<file path="src/rtl/bmc_rx_pkg.sv">
// Shared types for the biphase-mark subframe receiver.
// Assumes: a subframe is 32 slots with a 4-slot preamble in front.
package bmc_rx_pkg;

    // Length class of one interval between line transitions
    typedef enum logic [1:0] {
        PW_HALF = 2'd0,   // one half-cell
        PW_FULL = 2'd1,   // two half-cells
        PW_LONG = 2'd2,   // three half-cells (preamble only)
        PW_BAD  = 2'd3    // anything else
    } pulse_e;

    // Preamble kind
    typedef enum logic [1:0] {
        PT_BLOCK = 2'd0,
        PT_CHA   = 2'd1,
        PT_CHB   = 2'd2,
        PT_NONE  = 2'd3
    } pre_e;

    localparam int SF_SLOTS   = 32;
    localparam int PRE_SLOTS  = 4;
    localparam int DATA_SLOTS = SF_SLOTS - PRE_SLOTS;

endpackage

</file>
<file path="src/rtl/bmc_edge_timer.sv">
// Synchronises the raw line, detects transitions and counts the
// oversampling-clock cycles since the last transition.
// Assumes: line idles low out of reset; the count saturates at all-ones.
module bmc_edge_timer #(
    parameter int CNT_W = 8
) (
    input  logic             clk,
    input  logic             rst_n,
    input  logic             line_in,
    output logic             edge_any,
    output logic             edge_vld,
    output logic [CNT_W-1:0] run_cnt
);
    localparam logic [CNT_W-1:0] CMAX = '1;

    logic [2:0] sync_q;
    logic       seen_q;

    assign edge_any = sync_q[2] ^ sync_q[1];
    assign edge_vld = edge_any & seen_q;

    // Two-flop synchroniser plus one history flop for edge detection
    always_ff @(posedge clk) begin
        if (!rst_n) sync_q <= '0;
        else        sync_q <= {sync_q[1:0], line_in};
    end

    // Marks that at least one transition opened an interval
    always_ff @(posedge clk) begin
        if (!rst_n)        seen_q <= 1'b0;
        else if (edge_any) seen_q <= 1'b1;
    end

    // Interval counter, restarts at each transition and saturates
    always_ff @(posedge clk) begin
        if (!rst_n)              run_cnt <= '0;
        else if (edge_any)       run_cnt <= CNT_W'(1);
        else if (run_cnt != CMAX) run_cnt <= run_cnt + CNT_W'(1);
    end

endmodule

</file>
<file path="src/rtl/bmc_pulse_classifier.sv">
// Learns the half-cell length as the shortest interval between edges and
// sorts each interval into one, two or three half-cells. Raises a timeout
// when the line stays quiet for four half-cells; that forgets the length.
// Assumes: intervals arrive from bmc_edge_timer; saturated ones are bad.
module bmc_pulse_classifier
    import bmc_rx_pkg::*;
#(
    parameter int CNT_W = 8
) (
    input  logic             clk,
    input  logic             rst_n,
    input  logic             edge_any,
    input  logic             edge_vld,
    input  logic [CNT_W-1:0] run_cnt,
    output logic             pulse_vld,
    output pulse_e           pulse_cls,
    output logic             timeout
);
    localparam int               W    = CNT_W + 3;
    localparam logic [CNT_W-1:0] CMAX = '1;

    logic [CNT_W-1:0] short_q;
    logic [CNT_W-1:0] eff;
    logic [W-1:0]     len2_w;
    logic [W-1:0]     eff_w;
    logic             sat;
    logic             tmo_hit;
    pulse_e           cls_c;

    assign sat    = (run_cnt == CMAX);
    assign eff    = (run_cnt < short_q) ? run_cnt : short_q;
    assign len2_w = W'(run_cnt) << 1;
    assign eff_w  = W'(eff);

    // Threshold the interval at 1.5, 2.5 and 3.5 half-cells
    always_comb begin
        if (sat)                              cls_c = PW_BAD;
        else if (len2_w < eff_w * W'(3))      cls_c = PW_HALF;
        else if (len2_w < eff_w * W'(5))      cls_c = PW_FULL;
        else if (len2_w < eff_w * W'(7))      cls_c = PW_LONG;
        else                                  cls_c = PW_BAD;
    end

    // Quiet for four half-cells while a length is known
    assign tmo_hit = !edge_any && (short_q != CMAX) &&
                     (W'(run_cnt) == (W'(short_q) << 2));

    // Track the shortest interval; forget it on timeout
    always_ff @(posedge clk) begin
        if (!rst_n)                                   short_q <= CMAX;
        else if (tmo_hit)                             short_q <= CMAX;
        else if (edge_vld && !sat && run_cnt < short_q) short_q <= run_cnt;
    end

    // Register the classified pulse and the timeout event
    always_ff @(posedge clk) begin
        if (!rst_n) begin
            pulse_vld <= 1'b0;
            pulse_cls <= PW_BAD;
            timeout   <= 1'b0;
        end else begin
            pulse_vld <= edge_vld;
            pulse_cls <= cls_c;
            timeout   <= tmo_hit;
        end
    end

endmodule

</file>
<file path="src/rtl/bmc_subframe_decoder.sv">
// Turns the stream of classified pulses into preambles and data bits and
// assembles 28 data slots per subframe. Reports each good subframe and
// each subframe that broke off.
// Assumes: a three-half-cell pulse only ever opens a preamble.
module bmc_subframe_decoder
    import bmc_rx_pkg::*;
(
    input  logic                  clk,
    input  logic                  rst_n,
    input  logic                  pulse_vld,
    input  pulse_e                pulse_cls,
    input  logic                  flush,
    output logic                  sf_good,
    output logic                  sf_bad,
    output logic [DATA_SLOTS-1:0] sf_data,
    output pre_e                  sf_type
);
    localparam int               BI_W     = $clog2(DATA_SLOTS);
    localparam logic [BI_W-1:0]  LAST_BIT = BI_W'(DATA_SLOTS - 1);

    typedef enum logic [1:0] {ST_HUNT, ST_PRE, ST_DATA, ST_NEXT} st_e;

    st_e                   state;
    logic [1:0]            pre_cnt;
    logic [3:0]            pre_code;
    logic                  half_pend;
    logic [BI_W-1:0]       bit_idx;
    logic [DATA_SLOTS-2:0] data_q;
    pre_e                  match;
    logic                  bit_done;
    logic                  bit_val;
    logic                  data_err;

    // Compare the three pulses after the opening long pulse
    always_comb begin
        unique case ({pre_code, pulse_cls})
            {PW_HALF, PW_HALF, PW_LONG}: match = PT_BLOCK;
            {PW_LONG, PW_HALF, PW_HALF}: match = PT_CHA;
            {PW_FULL, PW_HALF, PW_FULL}: match = PT_CHB;
            default:                     match = PT_NONE;
        endcase
    end

    // Biphase-mark bit decision inside the data field
    always_comb begin
        bit_done = 1'b0;
        bit_val  = 1'b0;
        data_err = 1'b0;
        if (state == ST_DATA) begin
            unique case (pulse_cls)
                PW_FULL: begin bit_done = !half_pend; data_err = half_pend; end
                PW_HALF: begin bit_done = half_pend;  bit_val  = 1'b1;      end
                default: data_err = 1'b1;
            endcase
        end
    end

    // Framing state machine
    always_ff @(posedge clk) begin
        if (!rst_n) begin
            state     <= ST_HUNT;
            pre_cnt   <= '0;
            pre_code  <= '0;
            half_pend <= 1'b0;
            bit_idx   <= '0;
            data_q    <= '0;
            sf_good   <= 1'b0;
            sf_bad    <= 1'b0;
            sf_data   <= '0;
            sf_type   <= PT_NONE;
        end else begin
            sf_good <= 1'b0;
            sf_bad  <= 1'b0;
            if (flush) begin
                state <= ST_HUNT;
            end else if (pulse_vld) begin
                unique case (state)
                    ST_HUNT: begin
                        if (pulse_cls == PW_LONG) begin
                            state   <= ST_PRE;
                            pre_cnt <= '0;
                        end
                    end
                    ST_NEXT: begin
                        pre_cnt <= '0;
                        if (pulse_cls == PW_LONG) state <= ST_PRE;
                        else begin
                            state  <= ST_HUNT;
                            sf_bad <= 1'b1;
                        end
                    end
                    ST_PRE: begin
                        pre_code <= {pre_code[1:0], pulse_cls};
                        if (pre_cnt == 2'd2) begin
                            pre_cnt <= '0;
                            if (match != PT_NONE) begin
                                state     <= ST_DATA;
                                sf_type   <= match;
                                half_pend <= 1'b0;
                                bit_idx   <= '0;
                            end else begin
                                sf_bad <= 1'b1;
                                state  <= (pulse_cls == PW_LONG) ? ST_PRE : ST_HUNT;
                            end
                        end else begin
                            pre_cnt <= pre_cnt + 2'd1;
                        end
                    end
                    ST_DATA: begin
                        if (data_err) begin
                            sf_bad  <= 1'b1;
                            pre_cnt <= '0;
                            state   <= (pulse_cls == PW_LONG) ? ST_PRE : ST_HUNT;
                        end else if (!bit_done) begin
                            half_pend <= 1'b1;
                        end else begin
                            half_pend <= 1'b0;
                            if (bit_idx == LAST_BIT) begin
                                sf_data <= {bit_val, data_q};
                                sf_good <= 1'b1;
                                state   <= ST_NEXT;
                            end else begin
                                data_q[bit_idx] <= bit_val;
                                bit_idx         <= bit_idx + BI_W'(1);
                            end
                        end
                    end
                    default: state <= ST_HUNT;
                endcase
            end
        end
    end

endmodule

</file>
<file path="src/rtl/bmc_subframe_rx.sv">
// Top of the biphase-mark subframe receiver: edge timing, pulse
// classification, framing, frame counting and lock tracking.
// Assumes: clk is at least a few times the half-cell rate; no software
// control, every output is registered.
module bmc_subframe_rx
    import bmc_rx_pkg::*;
#(
    parameter  int BLOCK_FRAMES = 192,
    parameter  int CNT_W        = 8,
    localparam int FIDX_W       = (BLOCK_FRAMES > 1) ? $clog2(BLOCK_FRAMES) : 1
) (
    input  logic              clk,
    input  logic              rst_n,
    input  logic              line_in,
    output logic [31:0]       sf_word,
    output logic              sf_valid,
    output logic              sf_chan_b,
    output logic              sf_blk_start,
    output logic [FIDX_W-1:0] sf_frame,
    output logic              sf_parity_err,
    output logic              locked
);
    localparam logic [FIDX_W-1:0] LAST_FRAME = FIDX_W'(BLOCK_FRAMES - 1);

    logic                  edge_any;
    logic                  edge_vld;
    logic [CNT_W-1:0]      run_cnt;
    logic                  pulse_vld;
    pulse_e                pulse_cls;
    logic                  timeout;
    logic                  dec_good;
    logic                  dec_bad;
    logic [DATA_SLOTS-1:0] dec_data;
    pre_e                  dec_type;
    logic                  good_run;
    logic [FIDX_W-1:0]     frame_nxt;

    bmc_edge_timer #(.CNT_W(CNT_W)) u_timer (
        .clk      (clk),
        .rst_n    (rst_n),
        .line_in  (line_in),
        .edge_any (edge_any),
        .edge_vld (edge_vld),
        .run_cnt  (run_cnt)
    );

    bmc_pulse_classifier #(.CNT_W(CNT_W)) u_class (
        .clk       (clk),
        .rst_n     (rst_n),
        .edge_any  (edge_any),
        .edge_vld  (edge_vld),
        .run_cnt   (run_cnt),
        .pulse_vld (pulse_vld),
        .pulse_cls (pulse_cls),
        .timeout   (timeout)
    );

    bmc_subframe_decoder u_dec (
        .clk       (clk),
        .rst_n     (rst_n),
        .pulse_vld (pulse_vld),
        .pulse_cls (pulse_cls),
        .flush     (timeout),
        .sf_good   (dec_good),
        .sf_bad    (dec_bad),
        .sf_data   (dec_data),
        .sf_type   (dec_type)
    );

    // Frame index the incoming subframe belongs to
    always_comb begin
        unique case (dec_type)
            PT_BLOCK: frame_nxt = '0;
            PT_CHA:   frame_nxt = (sf_frame == LAST_FRAME) ? '0 : sf_frame + FIDX_W'(1);
            default:  frame_nxt = sf_frame;
        endcase
    end

    // Output register for each finished subframe
    always_ff @(posedge clk) begin
        if (!rst_n) begin
            sf_valid      <= 1'b0;
            sf_word       <= '0;
            sf_chan_b     <= 1'b0;
            sf_blk_start  <= 1'b0;
            sf_frame      <= '0;
            sf_parity_err <= 1'b0;
        end else begin
            sf_valid <= dec_good;
            if (dec_good) begin
                sf_word       <= {dec_data, {PRE_SLOTS{1'b0}}};
                sf_chan_b     <= (dec_type == PT_CHB);
                sf_blk_start  <= (dec_type == PT_BLOCK);
                sf_frame      <= frame_nxt;
                sf_parity_err <= ^dec_data;
            end
        end
    end

    // Lock after two good subframes in a row; drop on a quiet line
    always_ff @(posedge clk) begin
        if (!rst_n) begin
            locked   <= 1'b0;
            good_run <= 1'b0;
        end else if (timeout) begin
            locked   <= 1'b0;
            good_run <= 1'b0;
        end else if (dec_good) begin
            good_run <= 1'b1;
            if (good_run) locked <= 1'b1;
        end else if (dec_bad) begin
            good_run <= 1'b0;
        end
    end

endmodule

</file>
<file path="config.mk">
export PLATFORM = sky130hd
export DESIGN_NAME = bmc_subframe_rx
export DESIGN_NICKNAME = d
export VERILOG_FILES = /design/src/rtl/bmc_rx_pkg.sv /design/src/rtl/bmc_edge_timer.sv /design/src/rtl/bmc_pulse_classifier.sv /design/src/rtl/bmc_subframe_decoder.sv /design/src/rtl/bmc_subframe_rx.sv
export SDC_FILE = /design/constraint.sdc
export NUM_CORES = 1
export LEC_CHECK = 0
export BUFFER_PORTS_ARGS = -buffer_cell sky130_fd_sc_hd__buf_2
export CAP_MARGIN = 15
export CORE_MARGIN = 2
export CORE_UTILIZATION = 40
export DETAILED_ROUTE_END_ITERATION = 8
export GPL_ROUTABILITY_DRIVEN = 1
export PLACE_DENSITY_LB_ADDON = 0.3
export SLEW_MARGIN = 10
export SYNTH_ARGS = -nofsm -noshare
export SYNTH_HDL_FRONTEND = slang
export SYNTH_SLANG_ARGS = --single-unit
export TNS_END_PERCENT = 50
</file>
<file path="constraint.sdc">
create_clock -name clk -period 4.7 [get_ports clk]
set_clock_uncertainty 0.15 [all_clocks]
set_input_delay 0.94 -clock clk [delete_from_list [all_inputs] [get_ports clk]]
set_output_delay 0.94 -clock clk [all_outputs]
set_load 0.005 [all_outputs]
</file>
* Yosys cells after proc, flatten, opt, wreduce, memory -nomap -nowiden *
Cells that the tools add are included.

operators by class
  $add $sub $neg = 4
  magnitude comparators = 6
  equality and inequality tests = 27
  bitwise logic cells = 9
  multipliers = 3
  reductions and logical operators = 32
  mux-type cells = 49

operator list
  kind                                                                  count
  28-bit XOR reduction                                                  1
  27-bit bitwise mux                                                    1
  5-bit 2-to-1 mux                                                      5
  9-bit by 11-bit less-than comparator with 1-bit output                2
  8-bit by 3-bit multiplier with 11-bit output (second input constant)  2
  2-bit 2-to-1 mux                                                      11
  1-bit 2-to-1 mux                                                      20
  6-bit AND reduction                                                   3
  8-bit by 1-bit adder with 8-bit output (second input constant)        2
  8-bit equality test (second input constant)                           2
  8-bit 2-to-1 mux                                                      2
  8-bit != test (second input constant)                                 2
  2-bit one-hot mux with 4 select lines                                 2
  8-bit one-hot mux with 2 select lines                                 1
  2-bit equality test (second input constant)                           5
  8-bit by 10-bit equality test with 1-bit output                       1
  9-bit by 10-bit less-than comparator with 1-bit output                1
  8-bit by 2-bit multiplier with 10-bit output (second input constant)  1
  2-bit by 1-bit != test with 1-bit output (second input constant)      5
  5-bit one-hot mux with 2 select lines                                 1
  5-bit AND reduction                                                   2
  8-bit less-than comparator                                            1
  8-bit AND reduction                                                   1
  2-bit nonzero test                                                    4
  other kinds (28)                                                      52

storage, ports and cells
  bits of input ports = 3
  word-level logic and storage cells = 156
  bits in registers = 139
  output and inout bits = 45

* Depth between registers and ports, before layout *
Gate-level depths: netlist (run 1).

  word-level depth = 7
  gate-level depth with buffers = 24

* Hierarchy *
A second synthesis (run 1) with hierarchy kept.

unflattened totals
  cell total of the unflattened synthesis = 926
  area total of the unflattened synthesis = 8,368.0 um^2

modules (own cells, without submodules)
  module                instances  area an instance (um^2)  cells each  seq. area each (um^2)
  bmc_subframe_decoder  1          3,380.7                  379         1,461.4
  bmc_pulse_classifier  1          2,519.9                  299         240.2
  bmc_subframe_rx       1          1,925.6                  190         840.8
  bmc_edge_timer        1          541.8                    58          240.2

* Least setup slack after synthesis (run 1) *
Ideal clock, no wire load.

  kind = register -> register
  start point = reg u_timer.run_cnt[1]
  end point = reg u_class.pulse_cls[0]
  period minus slack after synthesis = 4.884 ns
  setup slack = -0.184 ns
  buffers on the path = 1
  setup time = 0.078 ns
  cell stages (with the launch flop) = 22
  data required time = 4.472 ns
  arrival = 4.656 ns
  path through = dfxtp_1 ha_1 a2111o_1 a21o_1 buf_2 mux2_2 fa_1 inv_1 fa_1 nor2b_1 o21a_1 o21ai_0 nand2b_1 a21oi_1 xnor2_1 ha_1 a211oi_1 o21ai_0 a41oi_1 a2111oi_0 o311ai_0 a32oi_1

on the way
  word-level cells in the longest chain between the ends = 7
  elaborated cells between the ends (all ways) = 13

RTL lines
  what                                                    line                        RTL
  start, declared                                         bmc_edge_timer.sv:12        output logic [CNT_W-1:0] run_cnt
  start signal, assigned                                  bmc_edge_timer.sv:38        else if (run_cnt != CMAX) run_cnt <= run_cnt + CNT_W'(1);
  8-bit less-than comparator                              bmc_pulse_classifier.sv:31  assign eff = (run_cnt < short_q) ? run_cnt : short_q;
  8-bit 2-to-1 mux                                        bmc_pulse_classifier.sv:31
  8-bit by 3-bit multiplier with 11-bit output            bmc_pulse_classifier.sv:40  else if (len2_w < eff_w * W'(7)) cls_c = PW_LONG;
  9-bit by 11-bit less-than comparator with 1-bit output  bmc_pulse_classifier.sv:40
  1-bit 2-to-1 mux                                        bmc_pulse_classifier.sv:40
  2-bit 2-to-1 mux                                        bmc_pulse_classifier.sv:39  else if (len2_w < eff_w * W'(5)) cls_c = PW_FULL;
  2-bit 2-to-1 mux                                        bmc_pulse_classifier.sv:38  else if (len2_w < eff_w * W'(3)) cls_c = PW_HALF;
  end signal, assigned                                    bmc_pulse_classifier.sv:63  pulse_cls <= cls_c;
  end, declared                                           bmc_pulse_classifier.sv:16  output pulse_e pulse_cls,

Several ways; a longest one is shown, not always the timed one.
A chain may end at the register's enable or synchronous reset.

* Final worst setup path (run 1) *
  start point = reg u_class.short_q[1]
  end point = reg u_class.pulse_cls[0]

on the way
  word-level cells in the longest chain between the ends = 7
  elaborated cells between the ends (all ways) = 11

RTL lines
  what                                                    line                        RTL
  start, declared                                         bmc_pulse_classifier.sv:22  logic [CNT_W-1:0] short_q;
  start signal, assigned                                  bmc_pulse_classifier.sv:52  else if (edge_vld && !sat && run_cnt < short_q) short_q <= run_cnt;
  8-bit less-than comparator                              bmc_pulse_classifier.sv:31
  8-bit 2-to-1 mux *                                      bmc_pulse_classifier.sv:31
  8-bit by 3-bit multiplier with 11-bit output            bmc_pulse_classifier.sv:40
  9-bit by 11-bit less-than comparator with 1-bit output  bmc_pulse_classifier.sv:40
  1-bit 2-to-1 mux                                        bmc_pulse_classifier.sv:40
  2-bit 2-to-1 mux                                        bmc_pulse_classifier.sv:39
  2-bit 2-to-1 mux *                                      bmc_pulse_classifier.sv:38

Every way passes the cells marked *; elsewhere a longest branch is shown, timed or not.

==> out/results.env, run 1 <==
INITIAL_CORE_UTIL=0.405
RUN_STATUS='finished, violations left'
P_INT_mW=2.07
SYNTH_ASYNC_SR_FLOP_SHARE=0
TRITONCTS='yes'
PWR-SHARE-CLK=0.481
FINAL_ANTENNA_NET_COUNT=0
DRT_DRC_VIOLATIONS_LEFT=0
PEAK_VDD_IR_mV=0.240
FAILED_CHECKS='setup timing'
SHARE_COMB_OF_TOTAL_POWER=0.082
SYN-MEAN-INSTANCE-AREA_UM2=8.64
SYNTH_CELL_TYPES=58
CP_DATA_ARRIVAL_TIME_NS=5.08
DIE-AREA_UM2=21500
GRT_START_MAX_NET_PINS=89
POWER.STATIC_LEAKAGE_nW=4.00
SW_FRAC_OF_TOTAL=0.254
AREA.GROWTH.SYNTH_TO_FINAL_PCT=19.9
REG2REG_SETUP_SLACK_NS=-0.20
CRITPATHCAPTURE='u_class.pulse_cls[0]$_SDFF_PP1_'
WORSTPATHREQUIRED_NS=4.88
TOTAL_CONGESTION_OVERFLOW=0
FINALSETUPVIOLCOUNT=2
WORST_R2R_ENDPOINT='u_class.pulse_cls[0]$_SDFF_PP1_'
POST_DRT_WL_PER_CELL_UM=13.5
COUNT_OF_BUFFER_AND_INVERTER_CELLS_ON_THE_CRITICAL_PATH=14
FINAL_CRITICAL_PATH_SETUP_SLACK_NS=-0.200
TIMING.HOLD.WORST.CLASS='flip-flop to flip-flop'
SETUP-TNS-FINAL_NS=-0.329
CLOCK_SINKS=139
WORST_PATH_CLK_SLEW_NS=0.07
WORSTMARGINPINSLEW_NS=1.10
POST-ROUTE-PERIOD-UTIL=1.04
CRIT_PATH_MAX_INCR_DELAY_NS=0.44
DRTITER0DRC=327
SYNTH-SEQ-AREA-SHARE=0.342
MOST_FREQUENTLY_USED_FLOP_MASTER_AFTER_SYNTHESIS='sky130_fd_sc_hd__dfxtp_1'
TIMING.REG2REG.WORST_PATH_DEPTH=27
WORSTSETUPSTARTPOINTTYPE='flip-flop'
CP_MAX_STAGE_CELL='sky130_fd_sc_hd__a2111o_1'
POWER_DENSITY_nW_PER_UM2=284
POWER_FRAC_SEQ=0.438
HTREE_NUM_LEVELS=4
SLEW_HEADROOM=0.269
DRT-PASS1-ITER-COUNT=5
CP-STARTPOINT='u_class.short_q[1]$_SDFFE_PP1P_'
DIE_HEIGHT_UM=147
HOLD_BUFFERS=0
POST-ROUTE-UTIL=0.485
CTS-BUFFERS-INSERTED=17
FINAL_PERIOD_MINUS_WORST_SETUP_SLACK_NS=4.90
ANTENNA_CELLS=0
PATH_LENGTH_IN_CELLS_OF_THE_CRITICAL_PATH=27
ROOT_BUFFER='sky130_fd_sc_hd__clkbuf_16'
GRT_PASS1_WL_UM=30200
GLOBALROUTETOTALUTIL=0.169
MAX_CLK_RATE_MHz=204
TIMING.HOLD.WORST_PATH_DEPTH=1
POWER.TOTAL_mW=2.77
SYNTH_ENABLE_FLOP_CELLS=0
GRT_SETUP_UNREPAIRED='yes'
COREAREA_UM2=20100
GP_CONGESTION=0.831
DRIVE_ABOVE_1_SHARE=0.181
SYNTH.FF_LATCH_COUNT=139
HOLD_START='u_timer.sync_q[0]$_SDFF_PN0_'
FINAL_CELLS=1312
NUM_VIAS=6538
PATH_CLASS='flip-flop to flip-flop'
SYN_INST=942
DIE_W_UM=147
MOST-COMMON-LAYOUT-CELLS='139 x sky130_fd_sc_hd__nand2_1, 134 x sky130_fd_sc_hd__dfxtp_1, 70 x sky130_fd_sc_hd__buf_4, 64 x sky130_fd_sc_hd__ha_1, 62 x sky130_fd_sc_hd__a21boi_0'
FINAL_COMMON_CELL='sky130_fd_sc_hd__nand2_1'
ANTENNA_FOUND_INITIAL=0
WORSTSKEWPAIRLATENCY_NS=0.42
CP_TOP_FAMILY='buffers and inverters'
HPWLAFTERDP_UM=12400
P_SWITCHING_mW=0.703
I_O_PIN_TOTAL=48
DP.CELLS=1263
PLACEMENT.IO_BUFFERS=43
CLOCKBUFFERDEPTH=2
FP-ROW-COUNT=52
SYNTH.YOSYS.WARNINGS=0
DETAIL_ROUTE.WIRELENGTH_UM=17800
CRITPATHMOSTFREQUENTCELL='sky130_fd_sc_hd__buf_4'
CELL_AREA_PLACED_UM2=8910
DRT-VIAS-PER-INSTANCE=4.98
SLEW_VIOL_FINAL=0
REGTOREGSTARTPOINT='u_class.short_q[1]$_SDFFE_PP1P_'
FIRST_GLOBAL_VIAS=6247
WORST_SETUP_PATH_END_KIND='flip-flop'
WORST-PATH-MAX-FANOUT=7
LAYOUT.NETS=1110
SYNTHESIS.AREA_UM2=8140
POSTLAYOUTCELLAREA_UM2=9760
MAX_CAP_VIOL_COUNT=0
FINAL-HOLD-VIOLATION-COUNT=0
==> repair_timing <==
item	4_1_cts	5_1_grt
setup endpoints to repair	2	2
gates resized for setup	13	19
gates cloned	0	0
pin swaps	3	17
buffers inserted	11	5
==> flip-flops by register name, summed over array words and instances (netlist names), 2 cells and up <==
register,flops
u_dec.pre_cnt,2
u_class.pulse_cls,2
u_class.short_q,8
u_dec.data_q,27
u_dec.state,2
u_dec.sf_type,2
u_dec.pre_code,4
sf_frame,8
u_dec.bit_idx,5
sf_word,28
u_timer.sync_q,3
u_timer.run_cnt,8
u_dec.sf_data,28
==> power groups by stage <==
| stage | sequential [mW] | combinational (mW) | clock, mW |
|---|---|---|---|
| after global placement | 1.24 | 0.207 | 0 |
| final | 1.21 | 0.226 | 1.33 |
| after global routing | 1.22 | 0.252 | 1.41 |
| after detailed placement | 1.24 | 0.210 | 0 |
| after CTS | 1.21 | 0.215 | 1.35 |
| after floorplan | 1.23 | 0.158 | 0 |
==> kinds of logic after synthesis <==
family,Yosys count,synth area share
AND/OR/NAND/NOR,336,0.201
AO/OA/AOI/OAI,178,0.151
flip-flops,139,0.342
buffers and inverters,102,0.0521
adder cells (fa/ha/maj),79,0.130
XOR/XNOR,61,0.0656
multiplexers,46,0.0584
other,1,0.000461
==> layer usage <==
metal  track usage  wire [um]  vias up
met1         0.226       8720     3047
li1              -          -     3380
met5             0          0        -
met2         0.279       8240       94
met3        0.0284        539       17
met4        0.0553        266        0
==> final cells by class <==
class                           count  area [um2]
Tap cell                          270         338
Clock buffer                       18         439
Sequential cell                   139        2790
Fill cell                        1920       10300
Timing Repair Buffer              116         787
Multi-Input combinational cell    704        5060
Clock inverter                     14         150
Inverter                           51         191
==> synth_stat cells (2+ instances only) <==
| master | instances | share of area |
|---|---|---|
| sky130_fd_sc_hd__nand4_1 | 8 | 0.0061 |
| sky130_fd_sc_hd__buf_2 | 10 | 0.0061 |
| sky130_fd_sc_hd__a211oi_1 | 8 | 0.0074 |
| sky130_fd_sc_hd__mux2_2 | 8 | 0.011 |
| sky130_fd_sc_hd__o211ai_1 | 10 | 0.0092 |
| sky130_fd_sc_hd__o21a_1 | 5 | 0.0046 |
| sky130_fd_sc_hd__and3_1 | 5 | 0.0038 |
| sky130_fd_sc_hd__nor4_1 | 4 | 0.0031 |
| sky130_fd_sc_hd__or2_2 | 3 | 0.0023 |
| sky130_fd_sc_hd__xnor2_1 | 42 | 0.045 |
| sky130_fd_sc_hd__nor3_1 | 9 | 0.0055 |
| sky130_fd_sc_hd__xor2_1 | 19 | 0.020 |
| sky130_fd_sc_hd__nand2_1 | 139 | 0.064 |
| sky130_fd_sc_hd__a21boi_0 | 62 | 0.057 |
| sky130_fd_sc_hd__a2111oi_0 | 2 | 0.0022 |
| sky130_fd_sc_hd__nand2b_1 | 13 | 0.010 |
| sky130_fd_sc_hd__and2_1 | 17 | 0.013 |
| sky130_fd_sc_hd__buf_1 | 5 | 0.0023 |
| sky130_fd_sc_hd__a41oi_1 | 2 | 0.0022 |
| sky130_fd_sc_hd__buf_4 | 5 | 0.0046 |
| sky130_fd_sc_hd__a32oi_1 | 2 | 0.0022 |
| sky130_fd_sc_hd__and3b_1 | 4 | 0.0043 |
| sky130_fd_sc_hd__nand3_1 | 40 | 0.025 |
| sky130_fd_sc_hd__nor3b_1 | 5 | 0.0046 |
| sky130_fd_sc_hd__nand3b_1 | 3 | 0.0028 |
| sky130_fd_sc_hd__ha_1 | 68 | 0.10 |
| sky130_fd_sc_hd__nor2b_1 | 43 | 0.033 |
| sky130_fd_sc_hd__clkbuf_1 | 28 | 0.013 |
| sky130_fd_sc_hd__clkbuf_2 | 2 | 0.0012 |
| sky130_fd_sc_hd__o21ai_0 | 27 | 0.017 |
| sky130_fd_sc_hd__a22oi_1 | 2 | 0.0018 |
| sky130_fd_sc_hd__fa_1 | 10 | 0.025 |
| sky130_fd_sc_hd__nor2_1 | 36 | 0.017 |
| sky130_fd_sc_hd__o31ai_1 | 2 | 0.0018 |
| sky130_fd_sc_hd__dfxtp_1 | 139 | 0.34 |
| sky130_fd_sc_hd__a21o_1 | 13 | 0.012 |
| sky130_fd_sc_hd__mux2i_1 | 37 | 0.045 |
| sky130_fd_sc_hd__or3_1 | 3 | 0.0023 |
| sky130_fd_sc_hd__a21oi_1 | 29 | 0.018 |
| sky130_fd_sc_hd__inv_1 | 51 | 0.024 |
| sky130_fd_sc_hd__o21bai_1 | 5 | 0.0046 |
==> metrics by stage <==
| step | worst slack (ns) | hold WS, ns |
|---|---|---|
| after CTS | -0.111 | 0.302 |
| after global routing | -0.475 | 0.312 |
| after detailed placement | -0.350 | 0.280 |
| final | -0.200 | 0.294 |
| after floorplan | 0.0153 | 0.262 |
| after global placement | -0.139 | 0.275 |
==> how the worst min path moves through the flow <==
stage | end | slack [ns]
6_report | u_timer.sync_q[1]$_SDFF_PN0_ | 0.29
5_1_grt | u_timer.sync_q[1]$_SDFF_PN0_ | 0.31
4_1_cts | u_timer.sync_q[1]$_SDFF_PN0_ | 0.30
3_5_place_dp | u_timer.sync_q[1]$_SDFF_PN0_ | 0.28
3_3_place_gp | u_timer.sync_q[1]$_SDFF_PN0_ | 0.28
2_1_floorplan | u_timer.sync_q[1]$_SDFF_PN0_ | 0.26
No activity file was read; power rests on OpenSTA's default activity.
==> inputs of run 2 (changes only) <==
--- a/config.mk
+++ b/config.mk
@@ -7,8 +7,8 @@
 export LEC_CHECK = 0
 export BUFFER_PORTS_ARGS = -buffer_cell sky130_fd_sc_hd__buf_2
 export CAP_MARGIN = 15
-export CORE_MARGIN = 2
 export CORE_UTILIZATION = 40
+export CTS_BUF_LIST = sky130_fd_sc_hd__clkbuf_8
 export DETAILED_ROUTE_END_ITERATION = 8
 export GPL_ROUTABILITY_DRIVEN = 1
 export PLACE_DENSITY_LB_ADDON = 0.3
==> out/results.env, run 2 (same netlist as run 1, synthesis figures left out) <==
SETUP-TNS-FINAL_NS=0  # was -0.329 ns
WORSTSKEWPAIRLATENCY_NS=0.46  # was 0.42 ns
MULTI_INPUT_AREA_UM2=5140  # was 5060 um2
CRIT_PATH_CELL_CHAIN='inv_2, ha_4, a2111o_1, a21o_4, buf_6, a21o_4, fa_1, ha_2, inv_2, fa_2, nor2b_1, o21a_1, o21ai_2, nand2b_1, a21oi_2, xnor2_1, ha_1, a211oi_2, o21ai_2, a41oi_2, a2111oi_2, o311ai_1, a32oi_1'
WORSTMARGINPINSLEW_NS=1.15  # was 1.10 ns
NUM_VIAS=6558  # was 6,538
CP_MAX_STAGE_CELL='sky130_fd_sc_hd__fa_1'  # was sky130_fd_sc_hd__a2111o_1
P_SWITCHING_mW=0.688  # was 0.703 mW
RUN_STATUS='complete, no violations'  # was finished, violations left
SW_FRAC_OF_TOTAL=0.282  # was 0.254
GLOBALROUTETOTALUTIL=0.178  # was 0.169
TIMING.HOLD.WORST.CLASS='flip-flop to flip-flop'  # unchanged
DIE_W_UM=145  # was 147 um
FP-ROW-COUNT=51  # was 52
COREAREA_UM2=19700  # was 20,100 um2
POWER_FRAC_SEQ=0.498  # was 0.438
FINAL_PERIOD_MINUS_WORST_SETUP_SLACK_NS=4.64  # was 4.90 ns
GRT_SETUP_UNREPAIRED='yes'  # unchanged
CLOCK_SINKS=139  # unchanged
POST-ROUTE-UTIL=0.488  # was 0.485
FINAL_ANTENNA_NET_COUNT=0  # unchanged
TOTAL_CONGESTION_OVERFLOW=0  # unchanged
PWR-SHARE-CLK=0.408  # was 0.481
GP_CONGESTION=0.827  # was 0.831
MAX_CAP_VIOL_COUNT=0  # unchanged
LAYOUT.NETS=1106  # was 1,110
SLEW_VIOL_FINAL=0  # unchanged
DIE-AREA_UM2=20900  # was 21,500 um2
SHARE_COMB_OF_TOTAL_POWER=0.094  # was 0.082
HOLD_BUFFERS=0  # unchanged
STORAGE_CELL_AREA_UM2=2790  # about the same
PEAK_VDD_IR_mV=0.133  # was 0.240 mV
WORST-PATH-MAX-FANOUT=8  # was 7
PLACEMENT.IO_BUFFERS=43  # unchanged
REG2REG_SETUP_SLACK_NS=0.06  # was -0.20 ns
FILL_COUNT=1871  # was 1,920
FINAL-HOLD-VIOLATION-COUNT=0  # unchanged
CLOCKBUFFERDEPTH=2  # unchanged
CP_TOP_FAMILY='compound AO/OA/AOI/OAI gates'  # was buffers and inverters
INITIAL_CORE_UTIL=0.413  # was 0.405
CTS-BUFFERS-INSERTED=17  # unchanged
FIRST_GLOBAL_VIAS=5905  # was 6,247
POST_DRT_WL_PER_CELL_UM=13.8  # was 13.5 um
DRTITER0DRC=284  # was 327
CRIT_PATH_MAX_INCR_DELAY_NS=0.52  # was 0.44 ns
I_O_PIN_TOTAL=48  # unchanged
COUNT_OF_BUFFER_AND_INVERTER_CELLS_ON_THE_CRITICAL_PATH=3  # was 14
GRT_START_MAX_NET_PINS=60  # was 89
FINALSETUPVIOLCOUNT=0  # was 2
WORSTPATHREQUIRED_NS=4.88  # about the same
P_INT_mW=1.75  # was 2.07 mW
PATH_CLASS='flip-flop to flip-flop'  # unchanged
TRITONCTS='yes'  # unchanged
DRT-PASS1-ITER-COUNT=5  # unchanged
DIE_HEIGHT_UM=145  # was 147 um
ROOT_BUFFER='sky130_fd_sc_hd__clkbuf_8'  # was sky130_fd_sc_hd__clkbuf_16
HPWLAFTERDP_UM=12400  # about the same
GRT_PASS1_WL_UM=29200  # was 30,200 um
WORSTSETUPSTARTPOINTTYPE='flip-flop'  # unchanged
DRT-VIAS-PER-INSTANCE=5.03  # was 4.98
LARGESTREGISTERS='sf_word: 28 flops, u_dec.sf_data: 28 flops, u_dec.data_q: 27 flops'  # unchanged
MAX_CLK_RATE_MHz=216  # was 204 MHz
WORST_SETUP_PATH_END_KIND='flip-flop'  # unchanged
AREA.GROWTH.SYNTH_TO_FINAL_PCT=18.2  # was 19.9%
WORST_PATH_CLK_SLEW_NS=0.09  # was 0.07 ns
ANTENNA_FOUND_INITIAL=0  # unchanged
MOST-COMMON-LAYOUT-CELLS='139 x sky130_fd_sc_hd__nand2_1, 130 x sky130_fd_sc_hd__dfxtp_1, 66 x sky130_fd_sc_hd__buf_4, 62 x sky130_fd_sc_hd__a21boi_0, 61 x sky130_fd_sc_hd__ha_1'  # was 139 x sky130_fd_sc_hd__nand2_1, 134 x sky130_fd_sc_hd__dfxtp_1, 70 x sky130_fd_sc_hd__buf_4, 64 x sky130_fd_sc_hd__ha_1, 62 x sky130_fd_sc_hd__a21boi_0
DRIVE_ABOVE_1_SHARE=0.194  # was 0.181
TIGHTEST_HOLD_MARGIN_NS=0.299  # was 0.294 ns
SLEW_HEADROOM=0.228  # was 0.269
POST-ROUTE-PERIOD-UTIL=0.986  # was 1.04
DRT_DRC_VIOLATIONS_LEFT=0  # unchanged
POWER.TOTAL_mW=2.44  # was 2.77 mW
FINAL_COMMON_CELL='sky130_fd_sc_hd__nand2_1'  # unchanged
ANTENNA_CELLS=0  # unchanged
POWER.STATIC_LEAKAGE_nW=3.89  # was 4.00 nW
POWER_DENSITY_nW_PER_UM2=253  # was 284 nW/um2
DETAIL_ROUTE.WIRELENGTH_UM=18000  # was 17,800 um
CP_DATA_ARRIVAL_TIME_NS=4.81  # was 5.08 ns
HTREE_NUM_LEVELS=4  # unchanged
==> run 2: cell count changes in the layout (fill, tap and decap cells not counted), moves of 3 or more <==
cell and change:
sky130_fd_sc_hd__o21ai_2 +3, sky130_fd_sc_hd__ha_1 -3, sky130_fd_sc_hd__clkbuf_16 -17, sky130_fd_sc_hd__buf_4 -4
sky130_fd_sc_hd__dfxtp_2 +4, sky130_fd_sc_hd__clkbuf_8 +16, sky130_fd_sc_hd__o21ai_0 -3, sky130_fd_sc_hd__dfxtp_1 -4
==> run 2: repair_timing <==
item / 4_1_cts / 5_1_grt
pin swaps: 17 / 25
setup endpoints to repair: 2 / 2
resized for setup: 23 / 33
setup buffers: 13 / 2
==> run 2: area by class of cell <==
cell class                 instances  share of cell area
clock inverter                    15              0.0177
tap                              265              0.0345
sequential                       139               0.290
inverter                          51              0.0199
timing repair buffer             112              0.0791
clock buffer                      17              0.0243
multi-input combinational        704               0.534
==> run 2: worst reg2reg max path: stages (launching register included) <==
cell and delay, ns:
sky130_fd_sc_hd__dfxtp_2 0.35, sky130_fd_sc_hd__inv_2 0.05, sky130_fd_sc_hd__ha_4 0.20, sky130_fd_sc_hd__a2111o_1 0.40, sky130_fd_sc_hd__a21o_4 0.26, sky130_fd_sc_hd__buf_6 0.13
sky130_fd_sc_hd__a21o_4 0.23, sky130_fd_sc_hd__fa_1 0.52, sky130_fd_sc_hd__ha_2 0.18, sky130_fd_sc_hd__inv_2 0.04, sky130_fd_sc_hd__fa_2 0.33, sky130_fd_sc_hd__nor2b_1 0.13
sky130_fd_sc_hd__o21a_1 0.16, sky130_fd_sc_hd__o21ai_2 0.07, sky130_fd_sc_hd__nand2b_1 0.10, sky130_fd_sc_hd__a21oi_2 0.06, sky130_fd_sc_hd__xnor2_1 0.12, sky130_fd_sc_hd__ha_1 0.30
sky130_fd_sc_hd__a211oi_2 0.21, sky130_fd_sc_hd__o21ai_2 0.09, sky130_fd_sc_hd__a41oi_2 0.18, sky130_fd_sc_hd__a2111oi_2 0.06, sky130_fd_sc_hd__o311ai_1 0.10, sky130_fd_sc_hd__a32oi_1 0.08
==> run 2: metrics by stage <==
step | area (um2) | instances | setup slack (ns)
floorplan | 8160 | 945 | 0.0153
global placement | 8870 | 1255 | -0.0706
detailed placement | 8870 | 1255 | -0.248
CTS | 9440 | 1300 | -0.0245
global route | 9620 | 1303 | -0.146
finish | 9620 | 1303 | 0.0649
==> run 2: final timing paths <==
kind / start / to / cells after the start
worst max-delay path: u_class.short_q[1]$_SDFFE_PP1P_ / u_class.pulse_cls[0]$_SDFF_PP1_ / 23
worst min-delay path: u_timer.sync_q[0]$_SDFF_PN0_ / u_timer.sync_q[1]$_SDFF_PN0_ / 1
worst max register to register: u_class.short_q[1]$_SDFFE_PP1P_ / u_class.pulse_cls[0]$_SDFF_PP1_ / 23
worst min register to register: u_timer.sync_q[0]$_SDFF_PN0_ / u_timer.sync_q[1]$_SDFF_PN0_ / 1
==> run 2: per-layer routing <==
metal	vias up	GRT usage	share of wire
met3	16	0.0362	0.027
met5	-	0	0
met2	96	0.281	0.45
li1	3372	-	-
met4	0	0.0615	0.013
met1	3074	0.241	0.51
==> run 2: power groups by stage <==
stage	clock, mW	sequential, mW	combinational [mW]
2_1_floorplan	0	1.23	0.158
3_3_place_gp	0	1.24	0.200
3_5_place_dp	0	1.24	0.201
4_1_cts	1.02	1.21	0.217
5_1_grt	1.07	1.22	0.256
6_report	0.995	1.21	0.229
